`config.mk`:
```
export PLATFORM = sky130hd
export DESIGN_NAME = legacy_irq_regs
export DESIGN_NICKNAME = d
export VERILOG_FILES = /design/src/rtl/legacy_irq_pkg.sv /design/src/rtl/legacy_irq_dec.sv /design/src/rtl/legacy_irq_pic.sv /design/src/rtl/legacy_irq_aux.sv /design/src/rtl/legacy_irq_regs.sv
export SDC_FILE = /design/constraint.sdc
export NUM_CORES = 1
export LEC_CHECK = 0
export ABC_AREA = 1
export CORE_MARGIN = 2
export CORE_UTILIZATION = 41
export DETAILED_ROUTE_END_ITERATION = 12
export PLACE_DENSITY = 0.84
export REMOVE_ABC_BUFFERS = 1
export SETUP_SLACK_MARGIN = 0.02
export SYNTH_ARGS = -nofsm -noshare
export SYNTH_HDL_FRONTEND = slang
export SYNTH_SLANG_ARGS = --single-unit
```
`constraint.sdc`:
```
create_clock -name clk_i -period 2.1 [get_ports clk_i]
set_input_delay 0.42 -clock clk_i [delete_from_list [all_inputs] [get_ports clk_i]]
set_output_delay 0.42 -clock clk_i [all_outputs]
set_load 0.05 [all_outputs]
```
`src/rtl/legacy_irq_pkg.sv`:
```
package legacy_irq_pkg;
  localparam logic [7:0] A_PIC1_CMD  = 8'h20;
  localparam logic [7:0] A_PIC1_MSK  = 8'h21;
  localparam logic [7:0] A_PIC2_CMD  = 8'hA0;
  localparam logic [7:0] A_PIC2_MSK  = 8'hA1;
  localparam logic [7:0] A_TMR0      = 8'h40;
  localparam logic [7:0] A_TMR1      = 8'h41;
  localparam logic [7:0] A_TMR2      = 8'h42;
  localparam logic [7:0] A_TMR_CTL   = 8'h43;
  localparam logic [7:0] A_KBD       = 8'h60;
  localparam logic [7:0] A_PORTB     = 8'h61;
  localparam logic [7:0] A_RTC_IDX   = 8'h70;
  localparam logic [7:0] A_RTC_DAT   = 8'h71;
  localparam logic [7:0] A_DMA1_CMD  = 8'h08;
  localparam logic [7:0] A_DMA1_MSK  = 8'h0A;
  localparam logic [7:0] A_DMA1_MODE = 8'h0B;
  localparam logic [7:0] A_DMA1_RST  = 8'h0D;
  localparam logic [7:0] A_DMA1_ALL  = 8'h0F;
  localparam logic [7:0] A_DMA2_CMD  = 8'hD0;
  localparam logic [7:0] A_DMA2_MSK  = 8'hD4;
  localparam logic [7:0] A_DMA2_MODE = 8'hD6;
  localparam logic [7:0] A_DMA2_RST  = 8'hDA;
  localparam logic [7:0] A_DMA2_ALL  = 8'hDE;

  localparam logic [7:0] PORTB_SPK_HI = 8'h20;

  typedef enum logic [2:0] {
    RS_ZERO, RS_PEND, RS_MSK1, RS_MSK2, RS_TMR, RS_RTC, RS_PORTB
  } rsel_e;

  typedef struct packed {
    logic  ok;
    logic  pic1_ack;
    logic  pic1_msk;
    logic  pic2_msk;
    logic  dma1_mode;
    logic  dma2_mode;
    logic  rtc_idx;
    logic  rtc_wr;
    logic  rtc_rd;
    logic  tmr_wr;
    logic  tmr_rd;
    rsel_e rsel;
  } dec_t;
endpackage

```
`src/rtl/legacy_irq_dec.sv`:
```
module legacy_irq_dec
  import legacy_irq_pkg::*;
(
  input  logic       req_i,
  input  logic       we_i,
  input  logic       dw_i,
  input  logic [7:0] addr_i,
  output dec_t       dec_o
);
  always_comb begin
    dec_o      = '0;
    dec_o.rsel = RS_ZERO;
    if (req_i) begin
      if (we_i) begin
        if (!dw_i) begin
          dec_o.ok = 1'b1;
          unique case (addr_i)
            A_PIC1_CMD:  dec_o.pic1_ack  = 1'b1;
            A_PIC1_MSK:  dec_o.pic1_msk  = 1'b1;
            A_PIC2_MSK:  dec_o.pic2_msk  = 1'b1;
            A_DMA1_MODE: dec_o.dma1_mode = 1'b1;
            A_DMA2_MODE: dec_o.dma2_mode = 1'b1;
            A_RTC_IDX:   dec_o.rtc_idx   = 1'b1;
            A_RTC_DAT:   dec_o.rtc_wr    = 1'b1;
            A_TMR0, A_TMR1, A_TMR2, A_TMR_CTL: dec_o.tmr_wr = 1'b1;
            // accepted sinks
            A_KBD, A_PORTB, A_PIC2_CMD,
            A_DMA1_CMD, A_DMA1_MSK, A_DMA1_RST, A_DMA1_ALL,
            A_DMA2_CMD, A_DMA2_MSK, A_DMA2_RST, A_DMA2_ALL: ;
            default:     dec_o.ok = 1'b0;
          endcase
        end
      end else if (dw_i) begin
        if (addr_i == A_PIC1_CMD) begin
          dec_o.ok   = 1'b1;
          dec_o.rsel = RS_PEND;
        end
      end else begin
        dec_o.ok = 1'b1;
        unique case (addr_i)
          A_PIC1_CMD: dec_o.rsel = RS_PEND;
          A_PIC1_MSK: dec_o.rsel = RS_MSK1;
          A_PIC2_CMD: dec_o.rsel = RS_ZERO;
          A_PIC2_MSK: dec_o.rsel = RS_MSK2;
          A_PORTB:    dec_o.rsel = RS_PORTB;
          A_RTC_DAT: begin
            dec_o.rsel   = RS_RTC;
            dec_o.rtc_rd = 1'b1;
          end
          A_TMR0, A_TMR1, A_TMR2: begin
            dec_o.rsel   = RS_TMR;
            dec_o.tmr_rd = 1'b1;
          end
          default:    dec_o.ok = 1'b0;
        endcase
      end
    end
  end
endmodule

```
`src/rtl/legacy_irq_pic.sv`:
```
module legacy_irq_pic #(
  parameter int NSRC = 8,
  parameter int AIW  = 4
) (
  input  logic            clk_i,
  input  logic            rst_ni,
  input  logic [NSRC-1:0] set_vec_i,
  input  logic [NSRC-1:0] clr_vec_i,
  input  logic            msk_we_i,
  input  logic [NSRC-1:0] msk_wdata_i,
  input  logic            ack_we_i,
  input  logic [AIW-1:0]  ack_idx_i,
  output logic [NSRC-1:0] pend_o,
  output logic [NSRC-1:0] en_o,
  output logic            irq_o
);
  logic [NSRC-1:0] pend_q, pend_d, en_q;

  // set, then clear-vector, then acknowledge
  for (genvar i = 0; i < NSRC; i++) begin : g_src
    logic ack_hit;
    assign ack_hit   = ack_we_i && (ack_idx_i == AIW'(i));
    assign pend_d[i] = ((pend_q[i] | set_vec_i[i]) & ~clr_vec_i[i]) & ~ack_hit;
  end

  always_ff @(posedge clk_i or negedge rst_ni) begin
    if (!rst_ni) begin
      pend_q <= '0;
      en_q   <= '0;
    end else begin
      pend_q <= pend_d;
      if (msk_we_i) en_q <= ~msk_wdata_i;
    end
  end

  assign pend_o = pend_q;
  assign en_o   = en_q;
  assign irq_o  = |(pend_q & en_q);
endmodule

```
`src/rtl/legacy_irq_aux.sv`:
```
module legacy_irq_aux #(
  parameter int DW = 8
) (
  input  logic          clk_i,
  input  logic          rst_ni,
  input  logic [DW-1:0] wdata_i,
  input  logic          msk2_we_i,
  input  logic          mode_a_we_i,
  input  logic          mode_b_we_i,
  input  logic          rtc_idx_we_i,
  output logic [DW-1:0] msk2_o,
  output logic [DW-1:0] mode_a_o,
  output logic [DW-1:0] mode_b_o,
  output logic [DW-1:0] rtc_idx_o
);
  localparam int NREG = 4;
  logic [NREG-1:0]         we;
  logic [NREG-1:0][DW-1:0] q;

  assign we = {rtc_idx_we_i, mode_b_we_i, mode_a_we_i, msk2_we_i};

  for (genvar r = 0; r < NREG; r++) begin : g_reg
    always_ff @(posedge clk_i or negedge rst_ni) begin
      if (!rst_ni)   q[r] <= '0;
      else if (we[r]) q[r] <= wdata_i;
    end
  end

  assign msk2_o    = q[0];
  assign mode_a_o  = q[1];
  assign mode_b_o  = q[2];
  assign rtc_idx_o = q[3];
endmodule

```
`src/rtl/legacy_irq_regs.sv`:
```
module legacy_irq_regs
  import legacy_irq_pkg::*;
#(
  parameter int DW = 8,
  parameter int RW = 64
) (
  input  logic          clk_i,
  input  logic          rst_ni,
  input  logic          req_i,
  input  logic          we_i,
  input  logic          dw_i,
  input  logic [7:0]    addr_i,
  input  logic [DW-1:0] wdata_i,
  output logic          ready_o,
  output logic          err_o,
  output logic [RW-1:0] rdata_o,
  input  logic [DW-1:0] set_vec_i,
  input  logic [DW-1:0] clr_vec_i,
  output logic          irq_o,
  output logic          tmr_we_o,
  output logic          tmr_re_o,
  output logic [1:0]    tmr_idx_o,
  input  logic [DW-1:0] tmr_rdata_i,
  input  logic          tmr2_i,
  output logic          rtc_we_o,
  output logic          rtc_re_o,
  output logic [DW-1:0] rtc_idx_o,
  input  logic [DW-1:0] rtc_rdata_i,
  output logic [DW-1:0] ext_wdata_o,
  output logic [DW-1:0] dma_mode_a_o,
  output logic [DW-1:0] dma_mode_b_o
);
  localparam int AIW = 4;

  dec_t          dec;
  logic [DW-1:0] pend, en, msk2;
  logic [DW-1:0] rbyte;

  legacy_irq_dec u_dec (
    .req_i  (req_i),
    .we_i   (we_i),
    .dw_i   (dw_i),
    .addr_i (addr_i),
    .dec_o  (dec)
  );

  legacy_irq_pic #(.NSRC(DW), .AIW(AIW)) u_pic (
    .clk_i       (clk_i),
    .rst_ni      (rst_ni),
    .set_vec_i   (set_vec_i),
    .clr_vec_i   (clr_vec_i),
    .msk_we_i    (dec.pic1_msk),
    .msk_wdata_i (wdata_i),
    .ack_we_i    (dec.pic1_ack),
    .ack_idx_i   (wdata_i[AIW-1:0]),
    .pend_o      (pend),
    .en_o        (en),
    .irq_o       (irq_o)
  );

  legacy_irq_aux #(.DW(DW)) u_aux (
    .clk_i        (clk_i),
    .rst_ni       (rst_ni),
    .wdata_i      (wdata_i),
    .msk2_we_i    (dec.pic2_msk),
    .mode_a_we_i  (dec.dma1_mode),
    .mode_b_we_i  (dec.dma2_mode),
    .rtc_idx_we_i (dec.rtc_idx),
    .msk2_o       (msk2),
    .mode_a_o     (dma_mode_a_o),
    .mode_b_o     (dma_mode_b_o),
    .rtc_idx_o    (rtc_idx_o)
  );

  always_comb begin
    unique case (dec.rsel)
      RS_PEND:  rbyte = pend;
      RS_MSK1:  rbyte = ~en;
      RS_MSK2:  rbyte = msk2;
      RS_TMR:   rbyte = tmr_rdata_i;
      RS_RTC:   rbyte = rtc_rdata_i;
      RS_PORTB: rbyte = tmr2_i ? PORTB_SPK_HI : '0;
      default:  rbyte = '0;
    endcase
  end

  assign rdata_o     = RW'(rbyte);
  assign ready_o     = req_i;
  assign err_o       = req_i & ~dec.ok;
  assign tmr_we_o    = dec.tmr_wr;
  assign tmr_re_o    = dec.tmr_rd;
  assign tmr_idx_o   = addr_i[1:0];
  assign rtc_we_o    = dec.rtc_wr;
  assign rtc_re_o    = dec.rtc_rd;
  assign ext_wdata_o = wdata_i;
endmodule

```
==> impl_metrics.ini <==
[worst_hold_path]
holdCritPathClass = in2async

[timing]
fin_crit_sh = 1.10
relSlewSlack = 0.606
fin_ws_ps = -208
rsz0062_at_grt = yes
tightestPinTransition_ps = 591
maxSlewViolCount = 0
final-setup-viol-count = 9
period_minus_slack_ps = 2310
finClkSkew_ps = 0
tns_ps = -1520
fmax_mhz = 433
hold_violations = 0

[power_and_ir_drop]
powerDensity_nw_per_um2 = 446
max-vdd-ir-drop_v = 0.000329
p_leak_uw = 0.00261

[clock_tree]
clkLatencyLatePin_ps = 300
cts_tree = yes
cts.sinks = 48
htreeDepth = 2
numCtsBuffers = 5
root_buffer = clkbuf_8
clk_pin_slew_ps = 80
clock_tree.buffer_depth = 2

[layout]
post-route-util = 0.673
nNetsFinal = 648
finalInstanceArea_um2 = 5170
drive_gt1_frac = 0.289
layout.cells.non_filler = 697
area_growth_pct = 59.5
antenna_cells = 0

[global_route]
grt_pass1_vias = 3236
grt_first_pass_wirelength_um = 15100
antenna_found_initial = 0
grt_max_degree = 27
grt.total_usage = 0.217
grt_overflow_total = 0

[synth]
netlist_instances = 440
synth-seq-area-share = 0.370
synth_cell_type_count = 34
synth_area_per_cell_um2 = 7.37
yosys_warnings = 0
ys_ff_latch = 48
synth_area_um2 = 3240

[place]
dp_hpwl_um = 7010
dp_slack_ps = -734
io_buffers = 102
placed_cell_area_um2 = 4690
dp_cells = 673
place_congestion = 0.876

[worst_setup_path]
startpoint_type = input pin
cp.required_ps = 1680
setup.worst_path.class = in2out
reg2reg_from = u_pic.pend_o[1]
crit_arrival_ps = 1890
path_max_fanout = 8
setup.worst_path.end_class = output pin
startpoint = addr_i[1]

[run_status]
failed_checks = negative setup slack
outcome = finished with violations

[route]
vias_per_cell = 4.84
drt-met1-wl_um = 3850
highest_layer = met4
dr_wl_met3_um = 670
drt_iter0_markers = 230
drc = 0
via_count = 3370
dr.pass1.iters = 5
wl_per_cell_um = 13.8
ant_nets = 0
wl_um = 9630
dr_wl_met2_um = 4740

[die]
die_h_um = 92.9
start_util = 0.422
ios = 159
dieArea_um2 = 8640
dieWidth_um = 92.9
rows = 32
core_um2 = 7690

[run]
drv_cap = 0
## through the flow
stage / power [µW] / hold slack [ps]
after floorplan: 1310 / 124
after global placement: 1620 / 444
after detailed placement: 1630 / 454
after CTS: 2300 / 130
after global routing: 2400 / 156
final: 2310 / 116
## cell usage after synthesis (all sizes together)
master,count,area [µm²]
o21bai,1,7.51
or2,1,6.26
o211ai,1,21.3
a311o,4,40.0
a211oi,1,7.51
nand3,16,105
a22o,1,8.76
clkinv,1,3.75
nand4,11,68.8
and3,1,6.26
a221oi,1,8.76
nor2,56,265
nand2,109,439
nor3,3,15.0
a21oi,3,26.3
nor3b,1,7.51
clkbuf,5,18.8
dfrtp,48,1200
o31ai,1,7.51
buf,68,508
conb,1,3.75
o21ai,53,265
inv,52,195
nand2b,1,6.26
## critical path, stage by stage
cell     delay (ps)
buf_8           110
nor2_1          200
nand2_2         110
nor2_4          160
a21oi_4          50
buf_6           140
nor2_8          130
nand3_4         140
nor2_2          120
nor2_1           50
nand2_1         110
buf_12          150
## worst paths after layout
| check | end | cells past startpoint | slack (ps) |
|---|---|---|---|
| setup / recovery | rdata_o[1] | 12 | -210 |
| hold / removal | u_pic.pend_o[2] | 1 | 120 |
| setup reg to reg | u_pic.pend_o[1] | 3 | 1230 |
| hold reg to reg | u_aux.mode_a_o[7] | 2 | 500 |
| max in group asynchronous | u_aux.mode_b_o[6] | 2 | 1450 |
| min in group clk_i | u_aux.mode_a_o[7] | 2 | 500 |
## routing by layer
| layer | GRT usage | vias up |
|---|---|---|
| met5 | 0 | - |
| met1 | 0.273 | 1556 |
| met4 | 0.0882 | 0 |
| met3 | 0.0334 | 44 |
| li1 | - | 1583 |
| met2 | 0.372 | 187 |
## cell families after synthesis
group,after synthesis,synth area share
AO/OA/AOI/OAI,66,0.121
flip-flops,48,0.370
other,1,0.00116
buffers and inverters,126,0.224
AND/OR/NAND/NOR,199,0.284
## flip-flops by register name, summed over array words and instances (netlist names)
name	cells
u_aux.rtc_idx_o	8
u_aux.msk2_o	8
u_pic.en_o	8
u_aux.mode_a_o	8
u_pic.pend_o	8
u_aux.mode_b_o	8
## area by class of cell
cell class / instances / area (µm²)
inverter: 53 / 216
multi-input combinational: 321 / 1730
tap: 102 / 128
fill: 592 / 2520
clock inverter: 2 / 35.0
sequential: 48 / 1200
clock buffer: 6 / 72.6
timing repair buffer: 165 / 1790
## report_power, final
part           switching (µW)  internal, µW
clock network             292           353
logic                     467           230
registers                21.1           945
## placed cells by master (no fill, tap or decap), types with 2 or more instances in the layout
cell / count
o21ai_2: 2
conb_1: 56
nand2_2: 9
nand4_1: 11
buf_8: 3
o21ai_1: 6
buf_2: 3
clkbuf_8: 5
buf_4: 57
nor2_8: 2
nand2_4: 11
nor2_1: 39
nor2_2: 7
dlygate4sd2_1: 3
dfrtp_1: 48
inv_4: 5
nand3_4: 3
nand3_1: 11
a311o_1: 4
inv_1: 39
buf_12: 28
nand2_1: 89
inv_2: 7
nor3_2: 2
buf_6: 6
nand3_2: 2
clkdlybuf4s50_1: 65
nor2_4: 8
o21ai_0: 45
## timing repair
action | 4_1_cts | 5_1_grt
setup buffers | 15 | 1
gates resized for setup | 92 | 28
pin swaps | 33 | 26
endpoints found under the setup margin | 13 | 11
gates cloned | 0 | 0
endpoints found under the hold margin | 0 | 0
hold buffers | 0 | 0
No activity file was read; power rests on OpenSTA's default activity.
